==> config.mk <==
export PLATFORM = sky130hd
export DESIGN_NAME = cctimer
export DESIGN_NICKNAME = d
export VERILOG_FILES = /design/src/rtl/cctimer_pkg.sv /design/src/rtl/cctimer_sync.sv /design/src/rtl/cctimer_tick.sv /design/src/rtl/cctimer_capture.sv /design/src/rtl/cctimer_counter.sv /design/src/rtl/cctimer.sv
export SDC_FILE = /design/constraint.sdc
export NUM_CORES = 1
export LEC_CHECK = 0
export BUFFER_PORTS_ARGS = -buffer_cell sky130_fd_sc_hd__buf_4
export CORE_MARGIN = 2
export CORE_UTILIZATION = 40
export CTS_BUF_LIST = sky130_fd_sc_hd__clkbuf_2 sky130_fd_sc_hd__clkbuf_4 sky130_fd_sc_hd__clkbuf_8
export CTS_CLUSTER_DIAMETER = 150
export CTS_CLUSTER_SIZE = 14
export DETAILED_ROUTE_END_ITERATION = 10
export SYNTH_ARGS = -nofsm -noshare
export SYNTH_HDL_FRONTEND = slang
export SYNTH_HIERARCHICAL = 1
export SYNTH_SLANG_ARGS = --single-unit
==> constraint.sdc <==
create_clock -name clk -period 4.4 [get_ports clk]
set_input_delay 0.44 -clock clk [delete_from_list [all_inputs] [get_ports clk]]
set_output_delay 0.44 -clock clk [all_outputs]
set_load 0.05 [all_outputs]
==> src/rtl/cctimer_pkg.sv <==
package cctimer_pkg;

  localparam int ADDR_W = 3;
  localparam int N_CH   = 2;
  localparam int N_FLAG = 5;

  typedef enum logic [ADDR_W-1:0] {
    REG_CTRL = 3'd0,
    REG_DIV  = 3'd1,
    REG_CMP1 = 3'd2,
    REG_CMP2 = 3'd3,
    REG_CAP1 = 3'd4,
    REG_CAP2 = 3'd5,
    REG_STAT = 3'd6,
    REG_CNT  = 3'd7
  } reg_addr_e;

  typedef enum logic [1:0] {
    EDGE_OFF  = 2'b00,
    EDGE_RISE = 2'b01,
    EDGE_FALL = 2'b10,
    EDGE_BOTH = 2'b11
  } edge_sel_e;

  // control word, LSB is run
  typedef struct packed {
    logic [N_FLAG-1:0] ien;
    edge_sel_e         edge2;
    edge_sel_e         edge1;
    logic              adc_en;
    logic              dma_en;
    logic              opm;
    logic              pwm;
    logic              ext_sel;
    logic              run;
  } ctrl_t;

  localparam int CTRL_W = $bits(ctrl_t);

  // status bit positions
  localparam int F_CAP1 = 0;
  localparam int F_CAP2 = 1;
  localparam int F_CMP1 = 2;
  localparam int F_CMP2 = 3;
  localparam int F_WRAP = 4;

endpackage

==> src/rtl/cctimer_sync.sv <==
module cctimer_sync #(
  parameter int STAGES = 2
) (
  input  logic clk,
  input  logic rst_n,
  input  logic d,
  output logic q
);

  logic [STAGES-1:0] sr_q, sr_d;

  always_comb sr_d = {sr_q[STAGES-2:0], d};

  always_ff @(posedge clk or negedge rst_n) begin
    if (!rst_n) sr_q <= '0;
    else        sr_q <= sr_d;
  end

  assign q = sr_q[STAGES-1];

endmodule

==> src/rtl/cctimer_tick.sv <==
module cctimer_tick #(
  parameter int PSC_W       = 8,
  parameter int SYNC_STAGES = 2
) (
  input  logic             clk,
  input  logic             rst_n,
  input  logic             run,
  input  logic             ext_sel,
  input  logic [PSC_W-1:0] div,
  input  logic             ext_clk,
  output logic             tick
);

  logic [PSC_W-1:0] pcnt_q, pcnt_d;
  logic             ext_s, ext_prev_q;
  logic             int_tick, ext_tick;

  cctimer_sync #(.STAGES(SYNC_STAGES)) i_ext_sync (
    .clk(clk), .rst_n(rst_n), .d(ext_clk), .q(ext_s)
  );

  always_comb begin
    int_tick = run && !ext_sel && (pcnt_q >= div);
    ext_tick = run && ext_sel && ext_s && !ext_prev_q;
    pcnt_d   = pcnt_q;
    if (!run || ext_sel) pcnt_d = '0;
    else if (int_tick)   pcnt_d = '0;
    else                 pcnt_d = pcnt_q + 1'b1;
    tick = int_tick || ext_tick;
  end

  always_ff @(posedge clk or negedge rst_n) begin
    if (!rst_n) begin
      pcnt_q     <= '0;
      ext_prev_q <= 1'b0;
    end else begin
      pcnt_q     <= pcnt_d;
      ext_prev_q <= ext_s;
    end
  end

endmodule

==> src/rtl/cctimer_capture.sv <==
module cctimer_capture
  import cctimer_pkg::*;
#(
  parameter int CNT_W       = 16,
  parameter int SYNC_STAGES = 2
) (
  input  logic             clk,
  input  logic             rst_n,
  input  logic             pin,
  input  edge_sel_e        sel,
  input  logic [CNT_W-1:0] count,
  output logic             evt,
  output logic [CNT_W-1:0] value
);

  logic             pin_s, prev_q;
  logic             rise, fall;
  logic [CNT_W-1:0] val_q, val_d;

  cctimer_sync #(.STAGES(SYNC_STAGES)) i_pin_sync (
    .clk(clk), .rst_n(rst_n), .d(pin), .q(pin_s)
  );

  always_comb begin
    rise = pin_s && !prev_q;
    fall = !pin_s && prev_q;
    case (sel)
      EDGE_OFF:  evt = 1'b0;
      EDGE_RISE: evt = rise;
      EDGE_FALL: evt = fall;
      default:   evt = rise || fall;
    endcase
    val_d = evt ? count : val_q;
  end

  always_ff @(posedge clk or negedge rst_n) begin
    if (!rst_n) begin
      prev_q <= 1'b0;
      val_q  <= '0;
    end else begin
      prev_q <= pin_s;
      val_q  <= val_d;
    end
  end

  assign value = val_q;

endmodule

==> src/rtl/cctimer_counter.sv <==
module cctimer_counter #(
  parameter int CNT_W = 16
) (
  input  logic             clk,
  input  logic             rst_n,
  input  logic             tick,
  input  logic             pwm,
  input  logic             opm,
  input  logic             trig_rise,
  input  logic [CNT_W-1:0] cmp1,
  input  logic [CNT_W-1:0] cmp2,
  input  logic             load,
  input  logic [CNT_W-1:0] load_val,
  output logic [CNT_W-1:0] count,
  output logic             evt_cmp1,
  output logic             evt_cmp2,
  output logic             evt_wrap,
  output logic [1:0]       oc
);

  logic [CNT_W-1:0] cnt_q, cnt_d;
  logic             act_q, act_d;
  logic [1:0]       oc_q, oc_d;
  logic             cnt_en, pwm_end, opm_end;

  always_comb begin
    cnt_en   = tick && (!opm || act_q);
    evt_cmp1 = cnt_en && (cnt_q == cmp1);
    evt_cmp2 = cnt_en && (cnt_q == cmp2);
    pwm_end  = pwm && evt_cmp2;
    opm_end  = !pwm && opm && evt_cmp1;
    evt_wrap = pwm ? pwm_end : (cnt_en && (cnt_q == '1));

    cnt_d = cnt_q;
    if (load)                    cnt_d = load_val;
    else if (pwm_end || opm_end) cnt_d = '0;
    else if (cnt_en)             cnt_d = cnt_q + 1'b1;

    act_d = act_q;
    if (!opm || opm_end) act_d = 1'b0;
    else if (trig_rise)  act_d = 1'b1;

    oc_d = oc_q;
    if (evt_cmp1 && !pwm && !opm) oc_d[0] = ~oc_q[0];
    if (evt_cmp2)                 oc_d[1] = ~oc_q[1];

    if (pwm)      oc[0] = (cnt_q < cmp1);
    else if (opm) oc[0] = act_q;
    else          oc[0] = oc_q[0];
    oc[1] = oc_q[1];
  end

  always_ff @(posedge clk or negedge rst_n) begin
    if (!rst_n) begin
      cnt_q <= '0;
      act_q <= 1'b0;
      oc_q  <= '0;
    end else begin
      cnt_q <= cnt_d;
      act_q <= act_d;
      oc_q  <= oc_d;
    end
  end

  assign count = cnt_q;

endmodule

==> src/rtl/cctimer.sv <==
module cctimer
  import cctimer_pkg::*;
#(
  parameter int CNT_W       = 16,
  parameter int PSC_W       = 8,
  parameter int SYNC_STAGES = 2
) (
  input  logic              clk,
  input  logic              rst_n,
  input  logic              bus_wr,
  input  logic [ADDR_W-1:0] bus_addr,
  input  logic [CNT_W-1:0]  bus_wdata,
  output logic [CNT_W-1:0]  bus_rdata,
  input  logic              ext_clk,
  input  logic [N_CH-1:0]   cap_in,
  input  logic              trig_in,
  output logic [N_CH-1:0]   oc_out,
  output logic              irq,
  output logic              dma_req,
  output logic              adc_trig
);

  logic              rst_int_n;
  ctrl_t             ctrl_q, ctrl_d;
  logic [PSC_W-1:0]  div_q, div_d;
  logic [CNT_W-1:0]  cmp_q [N_CH];
  logic [CNT_W-1:0]  cmp_d [N_CH];
  logic [N_FLAG-1:0] stat_q, stat_d, stat_set, stat_clr;
  logic              dma_q, dma_d, adc_q, adc_d;
  logic              tick, trig_s, trig_prev_q;
  logic [CNT_W-1:0]  count_q;
  logic [N_CH-1:0]   cap_evt;
  logic [CNT_W-1:0]  cap_val [N_CH];
  edge_sel_e         edge_sel [N_CH];
  logic              evt_cmp1, evt_cmp2, evt_wrap;
  logic              wr_cnt;

  // asynchronous assert, synchronous release
  cctimer_sync #(.STAGES(2)) i_rst_sync (
    .clk(clk), .rst_n(rst_n), .d(1'b1), .q(rst_int_n)
  );

  cctimer_tick #(.PSC_W(PSC_W), .SYNC_STAGES(SYNC_STAGES)) i_tick (
    .clk(clk), .rst_n(rst_int_n), .run(ctrl_q.run), .ext_sel(ctrl_q.ext_sel),
    .div(div_q), .ext_clk(ext_clk), .tick(tick)
  );

  cctimer_sync #(.STAGES(SYNC_STAGES)) i_trig_sync (
    .clk(clk), .rst_n(rst_int_n), .d(trig_in), .q(trig_s)
  );

  assign edge_sel[0] = ctrl_q.edge1;
  assign edge_sel[1] = ctrl_q.edge2;

  for (genvar g = 0; g < N_CH; g++) begin : g_cap
    cctimer_capture #(.CNT_W(CNT_W), .SYNC_STAGES(SYNC_STAGES)) i_cap (
      .clk(clk), .rst_n(rst_int_n), .pin(cap_in[g]), .sel(edge_sel[g]),
      .count(count_q), .evt(cap_evt[g]), .value(cap_val[g])
    );
  end

  assign wr_cnt = bus_wr && (reg_addr_e'(bus_addr) == REG_CNT);

  cctimer_counter #(.CNT_W(CNT_W)) i_counter (
    .clk(clk), .rst_n(rst_int_n), .tick(tick), .pwm(ctrl_q.pwm), .opm(ctrl_q.opm),
    .trig_rise(trig_s && !trig_prev_q), .cmp1(cmp_q[0]), .cmp2(cmp_q[1]),
    .load(wr_cnt), .load_val(bus_wdata), .count(count_q),
    .evt_cmp1(evt_cmp1), .evt_cmp2(evt_cmp2), .evt_wrap(evt_wrap), .oc(oc_out)
  );

  always_comb begin
    ctrl_d = ctrl_q;
    div_d  = div_q;
    for (int i = 0; i < N_CH; i++) cmp_d[i] = cmp_q[i];
    stat_clr = '0;
    if (bus_wr) begin
      case (reg_addr_e'(bus_addr))
        REG_CTRL: ctrl_d   = ctrl_t'(bus_wdata[CTRL_W-1:0]);
        REG_DIV:  div_d    = bus_wdata[PSC_W-1:0];
        REG_CMP1: cmp_d[0] = bus_wdata;
        REG_CMP2: cmp_d[1] = bus_wdata;
        REG_STAT: stat_clr = bus_wdata[N_FLAG-1:0];
        default:  ;
      endcase
    end
    stat_set         = '0;
    stat_set[F_CAP1] = cap_evt[0];
    stat_set[F_CAP2] = cap_evt[1];
    stat_set[F_CMP1] = evt_cmp1;
    stat_set[F_CMP2] = evt_cmp2;
    stat_set[F_WRAP] = evt_wrap;
    stat_d = (stat_q & ~stat_clr) | stat_set;
    dma_d  = ctrl_q.dma_en && (|stat_set[F_CMP2:F_CAP1]);
    adc_d  = ctrl_q.adc_en && evt_cmp1;
  end

  always_ff @(posedge clk or negedge rst_int_n) begin
    if (!rst_int_n) begin
      ctrl_q      <= '0;
      div_q       <= '0;
      for (int i = 0; i < N_CH; i++) cmp_q[i] <= '0;
      stat_q      <= '0;
      dma_q       <= 1'b0;
      adc_q       <= 1'b0;
      trig_prev_q <= 1'b0;
    end else begin
      ctrl_q      <= ctrl_d;
      div_q       <= div_d;
      for (int i = 0; i < N_CH; i++) cmp_q[i] <= cmp_d[i];
      stat_q      <= stat_d;
      dma_q       <= dma_d;
      adc_q       <= adc_d;
      trig_prev_q <= trig_s;
    end
  end

  always_comb begin
    case (reg_addr_e'(bus_addr))
      REG_CTRL: bus_rdata = CNT_W'(ctrl_q);
      REG_DIV:  bus_rdata = CNT_W'(div_q);
      REG_CMP1: bus_rdata = cmp_q[0];
      REG_CMP2: bus_rdata = cmp_q[1];
      REG_CAP1: bus_rdata = cap_val[0];
      REG_CAP2: bus_rdata = cap_val[1];
      REG_STAT: bus_rdata = CNT_W'(stat_q);
      default:  bus_rdata = count_q;
    endcase
  end

  assign irq      = |(stat_q & ctrl_q.ien);
  assign dma_req  = dma_q;
  assign adc_trig = adc_q;

endmodule

==> reports/qor.yml <==
status: "complete, no violations"
crit_path_max_incr_delay_ns: 0.64
wl_mm: 24.4
drt_iter0_markers: 665
fin_crit_sh_pct: 86.9
synth.yosys.seq_area_share_pct: 40.7
clock_latency_ns: 0.47
ys_ff_latch: 135
rsz0062_at_grt: "no"
cts.path.max_buffers: 2
timing.fmax_mhz: 262
cts_tree: "done"
maxCapViolCount: 0
crit_cells: 12
finalClockSkew_ns: 0.0137
dr.pass1.iters: 5
critPathLaunchType: "flop"
reg2reg_depth: 12
final_common_cell: "dfrtp_1"
rows: 52
fill_cells: 1928
ys_warn_count: 6
drv_slew: 0
gp_congestion: 0.850
power_density_mw_per_mm2: 503
path_clk_slew_ns: 0.09
cts.sinks: 135
die_h_um: 148
grt_max_degree: 70
ys.flop_type: "dfrtp_1"
htree_levels: 4
async_flop_share_pct: 100
syn2layout_area_growth_pct: 10.4
finalSetupViolCount: 0
peakVddDrop_v: 0.000197
worstPathRequired_ns: 4.74
hp-class: "primary input to flop"
cts-root-buf: "clkbuf_8"
dieArea_mm2: 0.0219
start_util_pct: 40.9
netlist_area_mm2: 0.00831
grt_pass1_vias: 6271
antenna_found_initial: 0
period_minus_slack_ns: 3.82
drive_gt1_share_pct: 23.8
cp_slowest_cell: "or4b_4"
synth_cell_types: 69
post_cts_resized: 0
worst_setup_path_end_kind: "flop"
syn_avg_cell_area_um2: 10.3
cts_buffers: 17
synth_edf_count: 0
vias: 6643
finalHoldViolCount: 0
fin_setup_tns_ns: 0
final_cell_mix: "134 x dfrtp_1, 78 x a21oi_1, 60 x buf_4"
fp.coreArea_mm2: 0.0203
tightest_slew_ns: 1.27
whs_path_depth: 1
ant_nets: 0
netlist_instances: 808
grt_overflow: 0
critPathKind: "flop to flop"
worst-path-max-fanout: 12
crit_family: "simple AND/OR/NAND/NOR gates"
path_cells: "inv_1 -> ha_1 -> nand2b_1 -> a21oi_2 -> or3_1 -> a221oi_1 -> inv_1 -> or4b_4 -> or4b_4 -> and3_2 -> o21ai_0 -> a2bb2oi_1"
via_per_inst: 5.97
grt_pass1_wl_mm: 38.4
antennaDiodeCount: 0
final_nets: 885
path_buf_inv: 2
rrSetupSlack_ns: 0.58
die_w_um: 148
io-pin-count: 47
fin_util_pct: 45.2
worst_ep_arrival_time_ns: 4.17
dp_hpwl_mm: 16.5
wl_per_cell_um: 21.9
grt_util_all_layers_pct: 22.6
post-route-drc-count: 0
syn-num-nets: 864
slew_headroom_pct: 15.2
p_leak_nw: 3.94
portBuffers: 46
## cells by family after synthesis
kind of cell               count (synthesis)  share of synthesized area [%]
AOI/OAI and AO/OA                        249                           22.6
xor gates and xnor gates                  25                           2.64
adders and majority gates                 30                           4.52
buffers and inverters                     91                           5.50
DFF                                      135                           40.7
muxes                                     70                           9.85
other                                      1                         0.0451
and+or+nand+nor                          207                           14.2
## where the power goes
part / switching (W) / total [W] / internal, W
clock: 0.000546 / 0.00107 / 0.000523
sequential: 0.000384 / 0.00192 / 0.00154
combinational: 0.000824 / 0.00163 / 0.000802
## per-stage QoR
stage / worst slack (ns) / total power [W] / std cells / hold slack (ns) / instance area [um^2]
after floorplan: 0.360 / 0.00309 / 808 / 0.144 / 8310
after global placement: 0.709 / 0.00351 / 1079 / 0.223 / 8760
after CTS: 0.583 / 0.00462 / 1112 / 0.0610 / 9170
final: 0.577 / 0.00462 / 1112 / 0.0738 / 9170
after detailed placement: 0.611 / 0.00354 / 1079 / 0.224 / 8760
after global routing: 0.379 / 0.00487 / 1112 / 0.0468 / 9170
## final timing paths
check / from / endpoint
worst max register to register: i_tick/pcnt_q[0]$_DFF_PN0_ / i_counter/count[5]$_DFFE_PN0P_
min in group asynchronous: rst_n / i_rst_sync/sr_q[1]$_DFF_PN0_
worst min register to register: g_cap[1].i_cap/i_pin_sync/sr_q[0]$_DFF_PN0_ / g_cap[1].i_cap/i_pin_sync/sr_q[1]$_DFF_PN0_
max in group asynchronous: i_rst_sync/sr_q[1]$_DFF_PN0_ / i_tick/pcnt_q[7]$_DFF_PN0_
worst min-delay path: cap_in[0] / g_cap[0].i_cap/i_pin_sync/sr_q[0]$_DFF_PN0_
worst max-delay path: i_tick/pcnt_q[0]$_DFF_PN0_ / i_counter/count[5]$_DFFE_PN0P_
## timing repair
item	CTS	global route
endpoints found under the hold margin	2	0
endpoints found under the setup margin	0	0
hold buffers	1	0
setup buffers	0	0
## metal layers
layer  GRT usage [%]  vias to the layer above  routed length [um]
li1                -                     3070                   -
met1            34.0                     3294               11600
met2            33.7                      257               11000
met3            4.36                       22                1450
met4            5.19                        0                 301
met5               0                        -                   0
## synth_stat cells, drive strengths merged (3+ instances only)
library cell / count / area (um^2)
a21oi: 79 / 399
a22oi: 11 / 82.6
o21bai: 3 / 22.5
a221oi: 14 / 123
mux2i: 6 / 60.1
and2: 7 / 43.8
xnor2: 10 / 87.6
ha: 30 / 375
o21a: 5 / 37.5
and3: 18 / 125
o21ai: 18 / 90.1
nand2b: 9 / 56.3
clkbuf: 27 / 101
o211ai: 3 / 22.5
a2bb2oi: 13 / 114
nor3b: 3 / 32.5
nand3: 49 / 245
a21o: 10 / 75.1
a31oi: 5 / 31.3
a21bo: 32 / 320
buf: 32 / 235
nor3: 5 / 36.3
a221o: 32 / 320
inv: 32 / 120
or2: 3 / 18.8
nand2: 34 / 128
nor4: 15 / 93.8
dfrtp: 135 / 3380
nand4: 10 / 62.6
a41oi: 4 / 35.0
nor2: 29 / 116
xor2: 15 / 131
mux2: 64 / 758
nor2b: 15 / 109
o22a: 7 / 61.3
## worst reg2reg max path, delay by kind of cell (launching register included)
| family | cells | cell delay [ns] |
|---|---|---|
| compound gates | 4 | 0.93 |
| fa+ha+maj | 1 | 0.26 |
| simple gates | 5 | 1.93 |
| buf+inv | 2 | 0.15 |
| flops | 1 | 0.44 |
## sequential cells by signal (all words and copies together), names as in the netlist
signal                       flops
i_counter/act_q                  1
i_tick/i_ext_sync/sr_q           2
i_counter/count                 16
i_trig_sync/sr_q                 2
ctrl_q                          15
cmp_q                           32
adc_trig                         1
dma_req                          1
i_counter/oc_q                   2
i_rst_sync/sr_q                  2
i_tick/pcnt_q                    8
i_tick/ext_prev_q                1
g_cap.i_cap/i_pin_sync/sr_q      4
stat_q                           5
g_cap.i_cap/prev_q               2
trig_prev_q                      1
g_cap.i_cap/value               32
div_q                            8
## area by class of cell
class / count / area, um^2 / area share (%)
repair buffers: 61 / 460 / 5.02
clock inverters: 13 / 148 / 1.61
flip-flops and latches: 135 / 3380 / 36.9
multi-input cells: 582 / 4470 / 48.8
inverters: 32 / 120 / 1.31
well taps: 270 / 338 / 3.68
clock buffers: 19 / 249 / 2.72
Note: power is estimated with default switching activity, not from simulation.
